File: src/rtl/ttt_pkg.sv
package ttt_pkg;
  typedef enum logic [1:0] {
    CELL_EMPTY = 2'b00,
    CELL_X     = 2'b01,
    CELL_O     = 2'b10
  } cell_e;

  typedef enum logic [1:0] {
    RES_PLAY  = 2'b00,
    RES_X_WIN = 2'b01,
    RES_O_WIN = 2'b10,
    RES_DRAW  = 2'b11
  } result_e;
endpackage

File: src/rtl/ttt_axis.sv
// One saturating cursor coordinate.
module ttt_axis #(
  parameter int N  = 3,
  parameter int PW = $clog2(N)
) (
  input  logic          clk_i,
  input  logic          rst_ni,
  input  logic          en_i,
  input  logic          dec_i,
  input  logic          inc_i,
  output logic [PW-1:0] pos_o
);
  localparam logic [PW-1:0] MAX_POS = PW'(N - 1);

  logic [PW-1:0] pos_q;

  always_ff @(posedge clk_i or negedge rst_ni) begin
    if (!rst_ni) begin
      pos_q <= '0;
    end else if (en_i && dec_i && !inc_i && pos_q != '0) begin
      pos_q <= pos_q - 1'b1;
    end else if (en_i && inc_i && !dec_i && pos_q != MAX_POS) begin
      pos_q <= pos_q + 1'b1;
    end
  end

  assign pos_o = pos_q;
endmodule

File: src/rtl/ttt_board.sv
// Cell storage; exposes next-state so the judge sees the mark being written.
module ttt_board
  import ttt_pkg::*;
#(
  parameter int N     = 3,
  parameter int PW    = $clog2(N),
  parameter int CELLS = N * N,
  parameter int IW    = $clog2(CELLS)
) (
  input  logic                        clk_i,
  input  logic                        rst_ni,
  input  logic                        we_i,
  input  logic [PW-1:0]               row_i,
  input  logic [PW-1:0]               col_i,
  input  cell_e                       mark_i,
  output logic [CELLS-1:0][1:0]       cells_o,
  output logic [CELLS-1:0][1:0]       cells_nxt_o,
  output logic                        sel_empty_o
);
  logic [CELLS-1:0][1:0] cells_q;
  logic [IW-1:0]         idx;

  assign idx = IW'(row_i) * IW'(N) + IW'(col_i);

  for (genvar k = 0; k < CELLS; k++) begin : g_cell
    assign cells_nxt_o[k] = (we_i && idx == IW'(k)) ? mark_i : cells_q[k];
  end

  always_comb begin
    sel_empty_o = 1'b0;
    for (int k = 0; k < CELLS; k++) begin
      if (idx == IW'(k)) sel_empty_o = (cells_q[k] == CELL_EMPTY);
    end
  end

  always_ff @(posedge clk_i or negedge rst_ni) begin
    if (!rst_ni) cells_q <= '0;
    else         cells_q <= cells_nxt_o;
  end

  assign cells_o = cells_q;
endmodule

File: src/rtl/ttt_judge.sv
// Combinational line and fullness detection.
module ttt_judge
  import ttt_pkg::*;
#(
  parameter int N     = 3,
  parameter int CELLS = N * N
) (
  input  logic [CELLS-1:0][1:0] cells_i,
  output logic                  x_line_o,
  output logic                  o_line_o,
  output logic                  full_o
);
  logic [N-1:0] row_x, row_o, col_x, col_o;
  logic         dia_x, dia_o, anti_x, anti_o;

  for (genvar g = 0; g < N; g++) begin : g_line
    logic rx, ro, cx, co;
    always_comb begin
      rx = 1'b1; ro = 1'b1; cx = 1'b1; co = 1'b1;
      for (int k = 0; k < N; k++) begin
        rx &= (cells_i[g*N + k] == CELL_X);
        ro &= (cells_i[g*N + k] == CELL_O);
        cx &= (cells_i[k*N + g] == CELL_X);
        co &= (cells_i[k*N + g] == CELL_O);
      end
    end
    assign row_x[g] = rx;
    assign row_o[g] = ro;
    assign col_x[g] = cx;
    assign col_o[g] = co;
  end

  always_comb begin
    dia_x = 1'b1; dia_o = 1'b1; anti_x = 1'b1; anti_o = 1'b1;
    for (int g = 0; g < N; g++) begin
      dia_x  &= (cells_i[g*N + g] == CELL_X);
      dia_o  &= (cells_i[g*N + g] == CELL_O);
      anti_x &= (cells_i[g*N + (N-1-g)] == CELL_X);
      anti_o &= (cells_i[g*N + (N-1-g)] == CELL_O);
    end
  end

  always_comb begin
    full_o = 1'b1;
    for (int k = 0; k < CELLS; k++) full_o &= (cells_i[k] != CELL_EMPTY);
  end

  assign x_line_o = (|row_x) | (|col_x) | dia_x | anti_x;
  assign o_line_o = (|row_o) | (|col_o) | dia_o | anti_o;
endmodule

File: src/rtl/ttt_engine.sv
module ttt_engine
  import ttt_pkg::*;
#(
  parameter int N = 3
) (
  input  logic                   clk_i,
  input  logic                   rst_ni,
  input  logic                   up_i,
  input  logic                   down_i,
  input  logic                   left_i,
  input  logic                   right_i,
  input  logic                   place_i,
  output logic [2*N*N-1:0]       board_o,
  output logic [$clog2(N)-1:0]   cur_row_o,
  output logic [$clog2(N)-1:0]   cur_col_o,
  output logic                   turn_o,
  output logic [1:0]             result_o
);
  localparam int CELLS = N * N;
  localparam int PW    = $clog2(N);

  logic                  playing, accept, sel_empty;
  logic                  x_line, o_line, full;
  logic                  turn_q;
  result_e               result_q;
  cell_e                 mark;
  logic [PW-1:0]         row, col;
  logic [CELLS-1:0][1:0] cells, cells_nxt;

  assign playing = (result_q == RES_PLAY);
  assign accept  = playing && place_i && sel_empty;
  assign mark    = turn_q ? CELL_O : CELL_X;

  ttt_axis #(.N(N), .PW(PW)) u_row (
    .clk_i (clk_i), .rst_ni (rst_ni), .en_i (playing),
    .dec_i (up_i),  .inc_i (down_i),  .pos_o (row)
  );

  ttt_axis #(.N(N), .PW(PW)) u_col (
    .clk_i (clk_i),  .rst_ni (rst_ni), .en_i (playing),
    .dec_i (left_i), .inc_i (right_i), .pos_o (col)
  );

  ttt_board #(.N(N), .PW(PW), .CELLS(CELLS)) u_board (
    .clk_i       (clk_i),
    .rst_ni      (rst_ni),
    .we_i        (accept),
    .row_i       (row),
    .col_i       (col),
    .mark_i      (mark),
    .cells_o     (cells),
    .cells_nxt_o (cells_nxt),
    .sel_empty_o (sel_empty)
  );

  // Judge the board as it will be after this edge, so the result lands with the mark.
  ttt_judge #(.N(N), .CELLS(CELLS)) u_judge (
    .cells_i  (cells_nxt),
    .x_line_o (x_line),
    .o_line_o (o_line),
    .full_o   (full)
  );

  always_ff @(posedge clk_i or negedge rst_ni) begin
    if (!rst_ni) begin
      turn_q   <= 1'b0;
      result_q <= RES_PLAY;
    end else if (accept) begin
      turn_q <= ~turn_q;
      if (x_line)      result_q <= RES_X_WIN;
      else if (o_line) result_q <= RES_O_WIN;
      else if (full)   result_q <= RES_DRAW;
    end
  end

  assign board_o   = cells;
  assign cur_row_o = row;
  assign cur_col_o = col;
  assign turn_o    = turn_q;
  assign result_o  = result_q;
endmodule

File: config.mk
export PLATFORM = sky130hd
export DESIGN_NAME = ttt_engine
export DESIGN_NICKNAME = d
export VERILOG_FILES = /design/src/rtl/ttt_pkg.sv /design/src/rtl/ttt_axis.sv /design/src/rtl/ttt_board.sv /design/src/rtl/ttt_judge.sv /design/src/rtl/ttt_engine.sv
export SDC_FILE = /design/constraint.sdc
export NUM_CORES = 1
export LEC_CHECK = 0
export ABC_AREA = 1
export BUFFER_PORTS_ARGS = -buffer_cell sky130_fd_sc_hd__buf_2
export CAP_MARGIN = 20
export CORE_ASPECT_RATIO = 1.2
export CORE_UTILIZATION = 55
export CTS_CLUSTER_DIAMETER = 30
export CTS_CLUSTER_SIZE = 10
export DETAILED_ROUTE_END_ITERATION = 16
export PLACE_DENSITY_LB_ADDON = 0.12
export SETUP_SLACK_MARGIN = 0.02
export SYNTH_ARGS = -nofsm -noshare
export SYNTH_HDL_FRONTEND = slang
export SYNTH_HIERARCHICAL = 1
export SYNTH_SLANG_ARGS = --single-unit
File: constraint.sdc
create_clock -name clk_i -period 5.55 [get_ports clk_i]
set_input_delay 0.2775 -clock clk_i [delete_from_list [all_inputs] [get_ports clk_i]]
set_output_delay 0.2775 -clock clk_i [all_outputs]
set_load 0.02 [all_outputs]
==> results.yml <==
layout:
  layout-drive-gt1-share_pct: 17.2
  fin_util_pct: 68.0
  syn_to_final_growth_pct: 13.2
  finalInstanceArea_um2: 1960
  nets: 321
  insertedDiodeCount: 0
floorplanning:
  fp.dieW_um: 53.3
  die_y_um: 63.5
  start_util_pct: 60.0
  pin_count: 32
  num_rows: 21
  core-area_um2: 2890
  die_area_um2: 3380
pwr:
  powerDensity_nw_per_um2: 137
  peakVddDrop_mv: 0.136
  power_leakage_nw: 1.05
  finalPower_mw: 0.269
sta:
  relSlewSlack_pct: 63.2
  report.final.slew_viol_count: 0
  timing.fmax_mhz: 223
  rsz0062_at_grt: "no"
  hold_viol: 0
  worstMarginPinSlew_ns: 0.552
  post-route-period-util_pct: 80.6
  setup_violations: 0
  postLayoutSetupSlackWorst_ns: 1.08
  min_period_ns: 4.47
  fin_skew_ns: 0.00373
  setup_tns_ns: 0
hold_path:
  hp-start: "up_i"
  worstHoldPathType: "in2reg"
place:
  numPortBuffers: 31
  hpwl_um: 3200
  dpl_worst_slack_ns: 1.15
  gp_congestion: 0.942
  placed_cell_area_um2: 1930
cts:
  cts_hold_buffers: 1
  cts_buffers: 3
  cts_tree: "done"
  postCtsSetupBuffers: 0
  cts_htree_levels: 1
  clkTransAtPathRegs_ns: 0.13
  insertion_delay_ns: 0.31
  clk_path_buf_depth: 2
  cts_resized: 0
  clock_sinks: 25
  root_buffer: "clkbuf_4"
synth:
  synth_seq_cells: 25
  ys_seq_area_share_pct: 36.0
  synth_most_common_cell: "nand2_1"
  synth_area_leaders: "dfrtp_1 (36%), nand2_1 (21%), inv_1 (9.5%), nor2_1 (8.7%), o21ai_1 (4.6%)"
  syn_avg_cell_area_um2: 6.33
  synth_top_area_cell: "dfrtp_1"
  synth_commonest_cells: "nand2_1 (99), inv_1 (44), nor2_1 (40)"
  ys_types: 22
  ys_warn_count: 6
  synth_edf_count: 0
  synth_ff_type: "dfrtp_1"
  synthArstFlopShare_pct: 100
  syn-instance-count: 274
  synth_area_um2: 1740
  synth_fp_nets: 285
  synth_top_area_share_pct: 36.0
global_routing:
  grt_pass1_wl_um: 6620
  track_usage_pct: 26.5
  grt_overflow: 0
  antenna_found_initial: 0
  grt_pass1_vias: 1538
  grt_max_degree: 26
route:
  postRouteAntennaNets: 0
  dr.max_layer_used: "met4"
  met1_length_um: 1700
  drt-pass1-iter-count: 4
  vias: 1723
  vias_per_cell: 5.02
  route.met2.wl_um: 2070
  wire_per_inst_um: 11.6
  drt_iter0_drc: 60
  dr_wl_met3_um: 121
  drc: 0
  wirelength_um: 3980
worst_setup_path:
  cpPeakStageDelay_ns: 0.54
  r2r-start: "u_row/pos_o[1]"
  cp_slowest_cell: "fa_1"
  arrival_ns: 4.73
  worstSetupEndpointType: "flop"
  cp_common_cell: "nand2_1"
  crit_type: "reg2reg"
  cp_data_required_time_ns: 5.81
  worstSetupStartpointType: "flop"
  cp_max_fo: 12
  critPathLaunch: "u_row/pos_o[1]"
status:
  status: "completed"
job:
  maxCapViolCount: 0
worst paths after layout:
path | to | slack [ns] | cells past startpoint
setup / recovery | result_o[1] | 1.08 | 28
hold / removal | u_row/pos_o[1] | 0.28 | 4
setup reg to reg | result_o[1] | 1.08 | 28
hold reg to reg | result_o[1] | 0.51 | 2
max in group asynchronous | u_board/cells_o[15] | 4.72 | 2
min in group asynchronous | u_row/pos_o[0] | 0.47 | 2
sequential cells by signal (all words and copies together), names as in the netlist:
name and cells:
u_board/cells_o 18, turn_o 1, u_col/pos_o 2, u_row/pos_o 2, result_o 2
cell type report:
cell class	count	area, um^2
Timing Repair Buffer	32	165
Multi-Input combinational cell	199	921
Sequential cell	25	626
Tap cell	34	42.5
Inverter	49	184
Clock buffer	4	26.3
Fill cell	278	926
cell usage in the layout (no fill, tap or decap), drive strengths merged:
cell         netlist  layout
nor4               1       1
nor2              46      46
dfrtp             25      25
ha                 2       2
a21oi              4       4
nand2            104     104
o221ai             1       1
o21ai             22      22
clkbuf             0       4
nand3             13      13
nor3               2       2
buf                1      31
fa                 2       2
dlygate4sd3        0       1
inv               48      48
clkinv             1       1
nand4              2       2
power by group:
part / internal (mW) / leakage [nW] / switching, mW
registers: 0.182 / 0.329 / 0
clock network: 0.0280 / 0.0150 / 0.0516
logic: 0.00228 / 0.711 / 0.00514
total: 0.212 / 1.05 / 0.0567
metal layers:
metal / up-vias / track usage (%)
li1: 897 / -
met3: 8 / 2.42
met2: 38 / 46.7
met1: 780 / 32.3
met5: - / 0
met4: 0 / 9.21
cells by family after synthesis:
group | Yosys count | synth area share [%]
and+or+nand+nor | 168 | 41.3
buffers and inverters | 50 | 10.9
AOI/OAI and AO/OA | 27 | 8.00
DFF | 25 | 36.0
adders and majority gates | 4 | 3.75
metrics by stage:
stage | hold slack, ns | instances
final | 0.281 | 343
after global routing | 0.311 | 343
after global placement | 0.300 | 338
after detailed placement | 0.304 | 338
after CTS | 0.279 | 343
after floorplan | -0.0181 | 274
worst max-delay path: cells and delay by family, from the launching register on:
| kind | cells | cell delay [ns] |
|---|---|---|
| AND/OR/NAND/NOR | 19 | 1.96 |
| buffers and inverters | 5 | 0.32 |
| flip-flops | 1 | 0.51 |
| AO/OA/AOI/OAI | 1 | 0.36 |
| adder cells (fa/ha/maj) | 3 | 1.25 |
Power figures use the tool's default switching activity.
